--- src/rtl/alu8_pkg.sv ---
package alu8_pkg;

  localparam int FLAG_W = 5;
  localparam int FC = 0;
  localparam int FZ = 1;
  localparam int FN = 2;
  localparam int FV = 3;
  localparam int FH = 4;

  typedef enum logic [3:0] {
    OP_ADD  = 4'd0,
    OP_ADC  = 4'd1,
    OP_SUB  = 4'd2,
    OP_SBC  = 4'd3,
    OP_AND  = 4'd4,
    OP_OR   = 4'd5,
    OP_XOR  = 4'd6,
    OP_COM  = 4'd7,
    OP_NEG  = 4'd8,
    OP_INC  = 4'd9,
    OP_DEC  = 4'd10,
    OP_CP   = 4'd11,
    OP_CPC  = 4'd12,
    OP_ONES = 4'd13,
    OP_ANDN = 4'd14,
    OP_NOP  = 4'd15
  } alu_op_e;

  // second adder operand source
  typedef enum logic [1:0] {
    BSRC_B   = 2'd0,
    BSRC_ONE = 2'd1,
    BSRC_A   = 2'd2
  } bsrc_e;

  // bitwise unit functions
  typedef enum logic [2:0] {
    LF_AND  = 3'd0,
    LF_OR   = 3'd1,
    LF_XOR  = 3'd2,
    LF_ANDN = 3'd3,
    LF_COM  = 3'd4,
    LF_ONES = 3'd5
  } lfn_e;

  typedef struct packed {
    logic              is_arith;
    logic              zero_a;
    bsrc_e             bsrc;
    logic              sub;
    logic              use_c;
    logic              chain_z;
    lfn_e              lfn;
    logic              wr;
    logic [FLAG_W-1:0] mask;
  } ctrl_t;

  localparam logic [FLAG_W-1:0] M_ALL  = 5'b11111;
  localparam logic [FLAG_W-1:0] M_ZNV  = 5'b01110;
  localparam logic [FLAG_W-1:0] M_CZNV = 5'b01111;
  localparam logic [FLAG_W-1:0] M_NONE = 5'b00000;

endpackage

--- src/rtl/alu8_decode.sv ---
module alu8_decode
  import alu8_pkg::*;
(
  input  logic [3:0] op,
  output ctrl_t      ctrl
);

  alu_op_e op_e;
  assign op_e = alu_op_e'(op);

  always_comb begin
    ctrl          = '0;
    ctrl.bsrc     = BSRC_B;
    ctrl.lfn      = LF_AND;
    ctrl.is_arith = 1'b1;
    unique case (op_e)
      OP_ADD: begin ctrl.wr = 1'b1; ctrl.mask = M_ALL; end
      OP_ADC: begin ctrl.wr = 1'b1; ctrl.mask = M_ALL; ctrl.use_c = 1'b1; end
      OP_SUB: begin ctrl.wr = 1'b1; ctrl.mask = M_ALL; ctrl.sub = 1'b1; end
      OP_SBC: begin
        ctrl.wr = 1'b1; ctrl.mask = M_ALL; ctrl.sub = 1'b1;
        ctrl.use_c = 1'b1; ctrl.chain_z = 1'b1;
      end
      OP_CP:  begin ctrl.mask = M_ALL; ctrl.sub = 1'b1; end
      OP_CPC: begin
        ctrl.mask = M_ALL; ctrl.sub = 1'b1;
        ctrl.use_c = 1'b1; ctrl.chain_z = 1'b1;
      end
      OP_NEG: begin
        ctrl.wr = 1'b1; ctrl.mask = M_ALL; ctrl.sub = 1'b1;
        ctrl.zero_a = 1'b1; ctrl.bsrc = BSRC_A;
      end
      OP_INC: begin ctrl.wr = 1'b1; ctrl.mask = M_ZNV; ctrl.bsrc = BSRC_ONE; end
      OP_DEC: begin
        ctrl.wr = 1'b1; ctrl.mask = M_ZNV; ctrl.bsrc = BSRC_ONE; ctrl.sub = 1'b1;
      end
      OP_AND:  begin ctrl.is_arith = 1'b0; ctrl.wr = 1'b1; ctrl.mask = M_ZNV;  ctrl.lfn = LF_AND;  end
      OP_OR:   begin ctrl.is_arith = 1'b0; ctrl.wr = 1'b1; ctrl.mask = M_ZNV;  ctrl.lfn = LF_OR;   end
      OP_XOR:  begin ctrl.is_arith = 1'b0; ctrl.wr = 1'b1; ctrl.mask = M_ZNV;  ctrl.lfn = LF_XOR;  end
      OP_ANDN: begin ctrl.is_arith = 1'b0; ctrl.wr = 1'b1; ctrl.mask = M_ZNV;  ctrl.lfn = LF_ANDN; end
      OP_COM:  begin ctrl.is_arith = 1'b0; ctrl.wr = 1'b1; ctrl.mask = M_CZNV; ctrl.lfn = LF_COM;  end
      OP_ONES: begin ctrl.is_arith = 1'b0; ctrl.wr = 1'b1; ctrl.mask = M_NONE; ctrl.lfn = LF_ONES; end
      default: begin ctrl.is_arith = 1'b0; ctrl.wr = 1'b0; ctrl.mask = M_NONE; end
    endcase
  end

endmodule

--- src/rtl/alu8_addsub.sv ---
module alu8_addsub #(
  parameter int DATA_W = 8,
  parameter int NIB_W  = 4
) (
  input  logic [DATA_W-1:0] a,
  input  logic [DATA_W-1:0] b,
  input  logic              sub,
  input  logic              cin,
  output logic [DATA_W-1:0] sum,
  output logic              c_out,
  output logic              h_out,
  output logic              v_out
);

  localparam int MSB = DATA_W - 1;

  logic [DATA_W-1:0] b_x;
  logic              c_in_x;
  logic              c_raw;

  // subtraction is a + ~b + ~borrow_in
  assign b_x    = sub ? ~b : b;
  assign c_in_x = sub ? ~cin : cin;

  assign {c_raw, sum} = {1'b0, a} + {1'b0, b_x} + {{DATA_W{1'b0}}, c_in_x};

  // carry into bit NIB_W recovered from the sum bit
  assign h_out = (a[NIB_W] ^ b_x[NIB_W] ^ sum[NIB_W]) ^ sub;
  assign c_out = c_raw ^ sub;
  assign v_out = (a[MSB] == b_x[MSB]) && (sum[MSB] != a[MSB]);

endmodule

--- src/rtl/alu8_bitwise.sv ---
module alu8_bitwise
  import alu8_pkg::*;
#(
  parameter int DATA_W = 8
) (
  input  logic [DATA_W-1:0] a,
  input  logic [DATA_W-1:0] b,
  input  lfn_e              fn,
  output logic [DATA_W-1:0] y
);

  always_comb begin
    unique case (fn)
      LF_AND:  y = a & b;
      LF_OR:   y = a | b;
      LF_XOR:  y = a ^ b;
      LF_ANDN: y = a & ~b;
      LF_COM:  y = ~a;
      LF_ONES: y = '1;
      default: y = '0;
    endcase
  end

endmodule

--- src/rtl/alu8_flagreg.sv ---
module alu8_flagreg #(
  parameter int FLAG_W = 5
) (
  input  logic              clk,
  input  logic              rst_n,
  input  logic              upd,
  input  logic [FLAG_W-1:0] mask,
  input  logic [FLAG_W-1:0] nxt,
  output logic [FLAG_W-1:0] q
);

  for (genvar i = 0; i < FLAG_W; i++) begin : g_bit
    always_ff @(posedge clk or negedge rst_n) begin
      if (!rst_n)                 q[i] <= 1'b0;
      else if (upd && mask[i])    q[i] <= nxt[i];
    end
  end

endmodule

--- src/rtl/alu8_core.sv ---
module alu8_core
  import alu8_pkg::*;
#(
  parameter int DATA_W = 8
) (
  input  logic              clk,
  input  logic              rst_n,
  input  logic              issue,
  input  logic [3:0]        op,
  input  logic [DATA_W-1:0] opnd_a,
  input  logic [DATA_W-1:0] opnd_b,
  output logic [DATA_W-1:0] result,
  output logic              wr_en,
  output logic [4:0]        flag_mask,
  output logic [4:0]        flag_next,
  output logic [4:0]        flags
);

  localparam int NIB_W = DATA_W / 2;
  localparam int MSB   = DATA_W - 1;
  localparam logic [DATA_W-1:0] ONE = DATA_W'(1);

  ctrl_t             ctrl;
  logic [DATA_W-1:0] add_a, add_b, add_y, bit_y;
  logic              add_c, add_h, add_v, add_cin;

  alu8_decode i_dec (.op(op), .ctrl(ctrl));

  assign add_a   = ctrl.zero_a ? '0 : opnd_a;
  assign add_cin = ctrl.use_c & flags[FC];

  always_comb begin
    unique case (ctrl.bsrc)
      BSRC_ONE: add_b = ONE;
      BSRC_A:   add_b = opnd_a;
      default:  add_b = opnd_b;
    endcase
  end

  alu8_addsub #(.DATA_W(DATA_W), .NIB_W(NIB_W)) i_add (
    .a(add_a), .b(add_b), .sub(ctrl.sub), .cin(add_cin),
    .sum(add_y), .c_out(add_c), .h_out(add_h), .v_out(add_v)
  );

  alu8_bitwise #(.DATA_W(DATA_W)) i_bit (
    .a(opnd_a), .b(opnd_b), .fn(ctrl.lfn), .y(bit_y)
  );

  assign result    = ctrl.is_arith ? add_y : bit_y;
  assign wr_en     = ctrl.wr;
  assign flag_mask = ctrl.mask;

  always_comb begin
    flag_next     = '0;
    flag_next[FZ] = (result == '0) && (!ctrl.chain_z || flags[FZ]);
    flag_next[FN] = result[MSB];
    flag_next[FC] = ctrl.is_arith ? add_c : 1'b1;
    flag_next[FV] = ctrl.is_arith & add_v;
    flag_next[FH] = add_h;
  end

  alu8_flagreg #(.FLAG_W(FLAG_W)) i_flags (
    .clk(clk), .rst_n(rst_n), .upd(issue),
    .mask(flag_mask), .nxt(flag_next), .q(flags)
  );

endmodule

--- config.mk ---
export PLATFORM = sky130hd
export DESIGN_NAME = alu8_core
export DESIGN_NICKNAME = d
export VERILOG_FILES = /design/src/rtl/alu8_pkg.sv /design/src/rtl/alu8_decode.sv /design/src/rtl/alu8_addsub.sv /design/src/rtl/alu8_bitwise.sv /design/src/rtl/alu8_flagreg.sv /design/src/rtl/alu8_core.sv
export SDC_FILE = /design/constraint.sdc
export NUM_CORES = 1
export LEC_CHECK = 0
export CAP_MARGIN = 0
export CELL_PAD_IN_SITES_DETAIL_PLACEMENT = 0
export CELL_PAD_IN_SITES_GLOBAL_PLACEMENT = 1
export CORE_MARGIN = 5
export CORE_UTILIZATION = 42
export CTS_BUF_LIST = sky130_fd_sc_hd__clkbuf_4
export DETAILED_ROUTE_END_ITERATION = 10
export DONT_BUFFER_PORTS = 1
export PLACE_DENSITY_LB_ADDON = 0.12
export SYNTH_ARGS = -nofsm -noshare
export SYNTH_HDL_FRONTEND = slang
export SYNTH_SLANG_ARGS = --single-unit
--- constraint.sdc ---
create_clock -name clk -period 5.8 [get_ports clk]
set_input_delay 1.16 -clock clk [delete_from_list [all_inputs] [get_ports clk]]
set_output_delay 1.16 -clock clk [all_outputs]
set_load 0.02 [all_outputs]
==> results.toml <==
[finish]
largest-register = "i_flags.q"
drive_gt1_share_pct = 17.94
largest_reg_flops = 5
fin_area_um2 = 1986
antenna_cells = 0
reg_top3 = "i_flags.q (5)"
area_growth_pct = 13.52
nets = 305

[setup_path]
rr_endpoint = "i_flags.q[1]"
r2r.worst_path.cells = 11
cp.arrival_ns = 4.52
startpoint = "op[2]"
end_kind = "primary output"
critical_path_class = "in -> out"
path_max_fanout = 20
cp-start-kind = "input port"
rrSetupSlack_ns = 2.52
r2r_start = "i_flags.q[0]"
required_ns = 4.64

[synth]
syn_avg_cell_area_um2 = 6.914
syn_nets = 295
ys_seq_area_share_pct = 7.153
synthArstFlopShare_pct = 100.0
ys_warn_count = 0
yosys_most_used_dff = "dfrtp_1"
synthCells = 253
ys_types = 54
ys_ff_latch = 5
synth_area_um2 = 1749
synth_edf_count = 0

[sta]
fin_skew_ns = 0.008084
period_share_pct = 97.93
clock.fmax_mhz = 176.1
slew_violations = 0
max_slew_margin_pct = 52.91
finalHoldViolations = 0
setup_violations = 0
worst_hold_slack_ns = 0.5996
finalCriticalPeriod_ns = 5.680
tightestPinTransition_ns = 0.7044

[detailed_routing]
via_per_inst = 5.971
drtIter0Drc = 177
antenna_left = 0
vias = 1863
dr.pass1.iters = 4
drc_errors = 0
drt_wl_total_um = 5979
detail_route.wl_per_cell_um = 19.16

[pwr]
vdd_drop_max_v = 0.0001511
p_per_area_nw_per_um2 = 191.5
cellLeakagePower_nw = 0.8670

[global_routing]
overflow = 0
antenna_found_initial = 0
grt_max_degree = 40
grt_pass1_wl_um = 9494
grt_pass1_vias = 1851
track_usage_pct = 21.95

[placement]
hpwl_um = 4578
numPortBuffers = 0
globalplace.congestion = 0.8942
place_area_um2 = 1928

[cts]
clock_path_buffers = 2
cts.clk_slew.worst_paths_ns = 0.05
cts_tree = "done"
clk_latency_ns = 0.25
numCtsBuffers = 3
htree_levels = 1
cts_sinks = 5
ctsRootBufferMaster = "clkbuf_4"
cts_setup_buffers = 0

[floorplanning]
io_pins = 47
die_h_um = 74.54
die_w_um = 74.54
initial_utilization_pct = 43.42
core_um2 = 4029
dieArea_um2 = 5555
rows = 23

[min_path]
hold_class = "in -> async"

[run]
drv_cap = 0

[status]
status = "finished, final reports clean"
==> through the flow <==
step	util, %	TNS [ns]	std cells	setup slack [ns]	power, mW
after floorplan	-	-0.2121	253	-0.2121	0.2670
after CTS	48.60	0	312	0.03990	0.3759
after global placement	47.86	0	308	0.1228	0.3266
after detailed placement	47.86	0	308	0.04539	0.3274
final	49.29	0	312	0.1201	0.3802
after global routing	49.29	-0.06033	312	-0.06033	0.4102
==> kinds of logic (layout without fill, tap and decap cells) <==
logic type | after synthesis | in the layout | synth area share, %
compound gates | 78 | 78 | 30.19
mux | 6 | 6 | 3.648
simple gates | 89 | 89 | 25.82
flops | 5 | 5 | 7.153
fa+ha+maj | 19 | 19 | 14.45
xor+xnor | 17 | 17 | 8.512
buf+inv | 39 | 48 | 10.23
==> synth_stat cells (3+ instances only) <==
master,count,area share (%)
o211ai_1,5,2.1
clkbuf_1,5,1.1
nor2b_1,7,2.5
xnor2_1,12,6.0
nor3_1,5,1.4
buf_2,5,1.4
buf_4,5,2.1
or3_1,4,1.4
mux2i_1,3,1.7
nand2_1,30,6.4
nand3_1,4,1.1
a22oi_1,4,1.7
dfrtp_1,5,7.2
mux2_2,3,1.9
a31oi_1,4,1.4
nor2_1,16,3.4
nand2b_1,6,2.1
o32a_1,3,1.7
xor2_1,5,2.5
inv_1,21,4.5
a21oi_1,19,5.4
ha_1,17,12
o21ai_0,19,5.4
nor3b_1,3,1.3
==> where the power goes <==
group,total [mW],internal [mW],leakage (nW),switching (mW)
sequential,0.0630,0.0437,0.0625,0.0193
clock,0.0467,0.0308,0.0184,0.0159
combinational,0.270,0.115,0.786,0.155
total,0.380,0.190,0.867,0.191
==> worst max path at each step <==
stage	endpoint	slack (ns)	depth (start not counted)
floorplan	flag_next[1]	-0.21	17
global placement	flag_next[1]	0.12	16
detailed placement	flag_next[1]	0.05	16
CTS	flag_next[1]	0.04	16
global route	flag_next[1]	-0.06	16
finish	flag_next[1]	0.12	16
==> cells in the final DEF, fill, tap and decap left out, types with 3 or more instances in the layout <==
master	synthesis	routed
nor2b_1	7	7
o32a_1	3	3
mux2_2	3	3
xor2_1	5	5
inv_1	21	21
nand2b_1	6	6
a21oi_1	19	17
a22oi_1	4	4
ha_1	17	16
dfrtp_1	5	5
or3_1	4	4
o21ai_0	19	19
nand3_1	4	4
mux2i_1	3	3
clkbuf_4	0	4
nand2_1	30	30
o211ai_1	5	5
nor3_1	5	4
nor2_1	16	15
buf_4	5	21
a31oi_1	4	4
nor3b_1	3	3
xnor2_1	12	11
==> final cells by class <==
cell class / count / area (um^2)
Sequential cell: 5 / 125.1
Tap cell: 50 / 62.56
Clock buffer: 4 / 30.03
Multi-Input combinational cell: 209 / 1524
Timing Repair Buffer: 21 / 157.7
Inverter: 23 / 86.33
Fill cell: 437 / 2043
==> per-layer routing <==
metal,GRT usage [%],routed length [um],vias up,share of wire [%]
li1,-,-,929,-
met1,31.95,2789,871,47
met2,33.76,2716,57,45
met3,3.919,383,6,6.4
met4,4.743,89,0,1.5
met5,0,0,-,0
==> worst max-delay path: stages <==
cell and delay (ns):
inv_1 0.11, nand2_1 0.12, nor2_4 0.15, inv_1 0.06
ha_1 0.22, a211oi_2 0.20, a21oi_2 0.07, xnor2_2 0.15
fa_2 0.39, inv_1 0.08, fa_1 0.43, a21oi_2 0.13
a41oi_2 0.05, or4_1 0.50, or4_4 0.46, nor3_4 0.24
==> what timing repair did <==
action	4_1_cts	5_1_grt
hold buffers	0	0
resized for setup	0	5
hold endpoints to repair	0	0
setup endpoints to repair	0	1
(Power assumes the default switching activity.)
